<file path="src/rtl/eep_write_seq.sv">
module eep_write_seq #(
  parameter int          CYC_PER_10US = 2,
  parameter int          DEPTH        = 32,
  parameter logic [15:0] ARRAY_BASE   = 16'hF800,
  parameter logic [15:0] CTRL_ADDR    = 16'hF7F0
) (
  input  logic        clk,
  input  logic        rst_n,
  input  logic        bus_we,
  input  logic [15:0] bus_addr,
  input  logic [7:0]  bus_wdata,
  output logic [7:0]  bus_rdata,
  output logic        busy,
  output logic        done_irq
);
  localparam int AW         = $clog2(DEPTH);
  localparam int SETTLE_CYC = 100 * CYC_PER_10US;
  localparam int T0 = 93 * CYC_PER_10US;
  localparam int T1 = 186 * CYC_PER_10US;
  localparam int T2 = 278 * CYC_PER_10US;
  localparam int T3 = 371 * CYC_PER_10US;
  localparam int SW = $clog2(SETTLE_CYC + 1);
  localparam int CW = $clog2(T3 + 1);
  localparam logic [16:0] ARR_END = 17'(ARRAY_BASE) + 17'(DEPTH);

  logic          en, wm, err;
  logic [1:0]    tsel;
  logic [SW-1:0] settle_cnt;
  logic [CW-1:0] prog_cnt;
  logic [AW-1:0] pend_idx;
  logic [7:0]    pend_data;
  logic [7:0]    cells [DEPTH];

  function automatic logic [CW-1:0] prog_len(input logic [1:0] s);
    case (s)
      2'd0:    return CW'(T0);
      2'd1:    return CW'(T1);
      2'd2:    return CW'(T2);
      default: return CW'(T3);
    endcase
  endfunction

  wire           hit_ctrl = bus_addr == CTRL_ADDR;
  wire           hit_arr  = (bus_addr >= ARRAY_BASE) && ({1'b0, bus_addr} < ARR_END);
  wire [AW-1:0]  idx      = AW'(bus_addr - ARRAY_BASE);
  wire           armed    = en & wm;
  wire           settled  = settle_cnt == SW'(SETTLE_CYC);
  wire           arr_wr   = bus_we & hit_arr;
  wire           accept   = arr_wr & armed & settled & ~busy;
  wire           reject   = arr_wr & ~accept;
  wire           finish   = busy && (prog_cnt == '0);
  wire           ctrl_wr  = bus_we & hit_ctrl;

  assign bus_rdata = hit_ctrl ? {busy, en, err, 1'b0, tsel, 1'b0, wm}
                   : hit_arr  ? cells[idx]
                   : 8'h00;

  always_ff @(posedge clk or negedge rst_n) begin
    if (!rst_n) begin
      en   <= 1'b0;
      wm   <= 1'b0;
      tsel <= 2'd0;
      err  <= 1'b0;
    end else begin
      if (ctrl_wr) begin
        en   <= bus_wdata[6];
        wm   <= bus_wdata[0];
        tsel <= bus_wdata[3:2];
        if (bus_wdata[5]) err <= 1'b0;
      end
      if (reject) err <= 1'b1;
    end
  end

  always_ff @(posedge clk or negedge rst_n) begin
    if (!rst_n)        settle_cnt <= '0;
    else if (!armed)   settle_cnt <= '0;
    else if (!settled) settle_cnt <= settle_cnt + 1'b1;
  end

  always_ff @(posedge clk or negedge rst_n) begin
    if (!rst_n) begin
      busy      <= 1'b0;
      prog_cnt  <= '0;
      pend_idx  <= '0;
      pend_data <= 8'h00;
      done_irq  <= 1'b0;
    end else begin
      done_irq <= finish;
      if (accept) begin
        busy      <= 1'b1;
        prog_cnt  <= prog_len(tsel) - 1'b1;
        pend_idx  <= idx;
        pend_data <= bus_wdata;
      end else if (finish) begin
        busy <= 1'b0;
      end else if (busy) begin
        prog_cnt <= prog_cnt - 1'b1;
      end
    end
  end

  always_ff @(posedge clk or negedge rst_n) begin
    if (!rst_n) begin
      for (int i = 0; i < DEPTH; i++) cells[i] <= 8'h00;
    end else if (finish) begin
      cells[pend_idx] <= pend_data;
    end
  end
endmodule

</file>
<file path="config.mk">
export PLATFORM = sky130hd
export DESIGN_NAME = eep_write_seq
export DESIGN_NICKNAME = d
export VERILOG_FILES = /design/src/rtl/eep_write_seq.sv
export SDC_FILE = /design/constraint.sdc
export NUM_CORES = 1
export LEC_CHECK = 0
export BUFFER_PORTS_ARGS = -buffer_cell sky130_fd_sc_hd__buf_2
export CAP_MARGIN = 20
export CORE_ASPECT_RATIO = 1.5
export CORE_MARGIN = 1
export CORE_UTILIZATION = 40
export CTS_CLUSTER_DIAMETER = 50
export DETAILED_ROUTE_END_ITERATION = 16
export GPL_TIMING_DRIVEN = 0
export HOLD_SLACK_MARGIN = 0.06
export PLACE_DENSITY_LB_ADDON = 0.15
export SYNTH_ARGS = -nofsm -noshare
export SYNTH_HDL_FRONTEND = slang
export SYNTH_SLANG_ARGS = --single-unit
</file>
<file path="constraint.sdc">
create_clock -name clk -period 3.05 [get_ports clk]
set_input_delay 0.305 -clock clk [delete_from_list [all_inputs] [get_ports clk]]
set_output_delay 0.305 -clock clk [all_outputs]
set_load 0.005 [all_outputs]
</file>
==> metrics.md <==
| Metric | Value |
|---|---|
| Placer congestion estimate | `0.859` |
| Total clock sinks | `294` |
| Fin crit period | `2.93 ns` |
| Max-cap violations | `0` |
| Peak VDD IR | `0.000419 V` |
| Post-Synthesis Cells | `962` |
| YS warnings | `0` |
| Setup tns final | `0 ns` |
| Seq/Total Area, Yosys | `0.528` |
| Die height | `231 µm` |
| Final Total Pwr | `7.88 mW` |
| Pre-Repair DR Iteration Count | `4` |
| Htree depth | `1` |
| Ys flop type | `dfrtp_1` |
| Most numerous cell in the Yosys netlist | `dfrtp_1` |
| Routed Antenna Nets | `0` |
| CTS Buf Count | `29` |
| Final Cycle Share | `0.961` |
| Root Driver | `clkbuf_16` |
| CP dominant cell by count | `buf_2` |
| Pwr/cell area | `493 nW/µm²` |
| Initial core utilization | `0.407` |
| Type of the most critical hold path | `input port to register` |
| Die W | `154 µm` |
| Buffers on Ports | `35` |
| Post-place setup slack | `-0.840 ns` |
| Yosys top cell area share | `0.528` |
| Fin. Hold Viols | `0` |
| Number of synthesized register bits | `294` |
| CP Cell Sequence | `buf_2 > buf_2 > buf_2 > mux4_2 > nand2_1 > a32o_1 > o41ai_1 > buf_2` |
| First-pass GRT wire length | `58,900 µm` |
| Multi-input gate area | `6330 µm²` |
| Sequential cell area | `7360 µm²` |
| Core Rows | `83` |
| Largest net degree at the start of global routing | `108` |
| CP endpoint kind | `primary output` |
| Post-synth EDFFs | `0` |
| 1st-iter DRT viols | `518` |
| Rel. slew slack | `0.412` |
| Final slew viol count | `0` |
| Crit path max fanout | `10` |
| Synth unique cells | `68` |
| Mapped Area | `13,900 µm²` |
| Layout cell share with drive strength beyond 1 | `0.447` |
| Post-Syn Area per Cell | `14.5 µm²` |
| Unrepaired setup endpoints after global routing | `false` |
| Vias in the first global route | `8,907` |
| Fillers | `3,061` |
| CTS tree | `yes` |
| Core Box Area | `34,300 µm²` |
| CP Class | `input port to primary output` |
| CP startpoint kind | `input port` |
| Area Overhead vs Synth | `14.6%` |
| Drt wl/cell | `26.1 µm` |
| Routed via count | `8,370` |
| Finish-stage setup viols | `0` |
| Placed cell count | `1,424` |
| I/O pin cnt | `37` |
| Worst skew pair latency | `0.56 ns` |
| DP HPWL | `27,300 µm` |
| Antenna diodes | `0` |
| Asr flop ratio synth | `1.00` |
| Synth area leader | `dfrtp_1` |
| Worst slew pin tran | `0.876 ns` |
| Non-Filler Instances | `1,499` |
| Die ar. | `35,600 µm²` |
| Number of remaining DRC errors | `0` |
| Placed inst area | `14,700 µm²` |
| Status | `completed` |
| Synth top cells by count | `294 x dfrtp_1, 247 x mux2_2, 82 x nand2_1` |
| CP Data Required Time | `2.74 ns` |
| Number of antenna violations at the first check in global routing | `1` |
| Tot GR Track Use | `0.229` |
| Final instance area | `16,000 µm²` |
| Via density | `5.58` |
| Critical path arrival | `2.63 ns` |
| Dominant cells by area after synthesis | `dfrtp_1 53%, mux2_2 20%, mux4_2 11%, nand2_1 2.2%, nor2_8 1.1%` |
| Worst-path cell with the longest stage delay | `o41ai_1` |
| WHS | `0.293 ns` |
| Final wirelength | `39,100 µm` |
| # nets final | `1,087` |
| Mapped Nets | `996` |
| Fin util | `0.466` |
| LEAKAGE | `7.71 nW` |
| Total gr overflow | `0` |
| Crit path setup slack, layout | `0.120 ns` |
| Clk_skew | `0.0148 ns` |
| Clock slew at reported path FFs | `0.06 ns` |
| Fmax | `341 MHz` |
| Max clock buf depth | `3` |
| Largest stage delay on the critical path | `0.52 ns` |
==> final cells by class <==
type | count | area share
buffer | 57 | 0.0188
clock buffer | 44 | 0.0527
clock inverter | 8 | 0.00775
inverter | 13 | 0.00305
multi-input combinational | 598 | 0.396
sequential | 294 | 0.461
tap | 425 | 0.0333
timing repair buffer | 60 | 0.0274
==> worst max-delay path: cells and delay by family <==
family | cells | cell delay, ns
buffers and inverters | 4 | 1.06
AOI/OAI and AO/OA | 2 | 0.83
muxes | 1 | 0.34
and+or+nand+nor | 1 | 0.08
==> state kept, by name, summed over array words and instances (netlist names) <==
signal,flops
done_irq,1
pend_data,8
cells,256
err,1
en,1
pend_idx,5
tsel,2
prog_cnt,10
busy,1
settle_cnt,8
wm,1
==> layer usage <==
metal	up-vias	global-route usage	share of wire
li1	3705	-	-
met1	4418	0.282	0.40
met2	179	0.398	0.51
met3	68	0.0298	0.041
met4	0	0.106	0.050
met5	-	0	0
==> logic make-up (layout without fill, tap and decap cells) <==
group | after synthesis | in the layout | synth area share
xor+xnor | 11 | 11 | 0.00691
compound gates | 46 | 46 | 0.0226
buf+inv | 70 | 182 | 0.0219
mux | 341 | 341 | 0.330
simple gates | 193 | 193 | 0.0843
fa+ha+maj | 7 | 7 | 0.00628
flops | 294 | 294 | 0.528
==> repair_timing <==
| action | in CTS | in global routing |
|---|---|---|
| pin swaps | 2 | 3 |
| hold endpoints to repair | 119 | 0 |
| resized for setup | 12 | 17 |
| setup buffers | 1 | 12 |
| hold buffers | 10 | 0 |
| gates cloned | 0 | 0 |
| endpoints found under the setup margin | 11 | 3 |
==> report_power, final <==
group | switching [mW] | internal (mW) | leakage [nW]
Combinational | 0.193 | 0.0843 | 3.17
Sequential | 0.000127 | 3.90 | 4.07
Clock | 1.55 | 2.15 | 0.466
Total | 1.75 | 6.14 | 7.71
==> worst paths after layout <==
| kind | from | endpoint | slack, ns | depth (start not counted) |
|---|---|---|---|---|
| setup / recovery | bus_addr[1] | bus_rdata[5] | 0.12 | 8 |
| hold / removal | bus_addr[10] | err | 0.29 | 6 |
| setup reg to reg | settle_cnt[0] | prog_cnt[6] | 0.20 | 14 |
| hold reg to reg | cells[12] | cells[12] | 0.48 | 1 |
| max in group asynchronous | rst_n | cells[146] | 1.18 | 4 |
| min in group asynchronous | rst_n | settle_cnt[6] | 0.38 | 2 |
==> cell usage in the layout, fill, tap and decap left out, types with 14 or more instances in the layout <==
master / Yosys / routed
dfrtp_1: 294 / 294
mux2_2: 247 / 247
nand2_1: 82 / 81
mux4_2: 69 / 69
buf_2: 15 / 44
clkbuf_1: 25 / 33
clkbuf_16: 0 / 29
nor2_1: 25 / 25
buf_4: 4 / 18
o21ai_0: 16 / 15
mux2_1: 14 / 14
No activity file was read; power rests on OpenSTA's default activity.
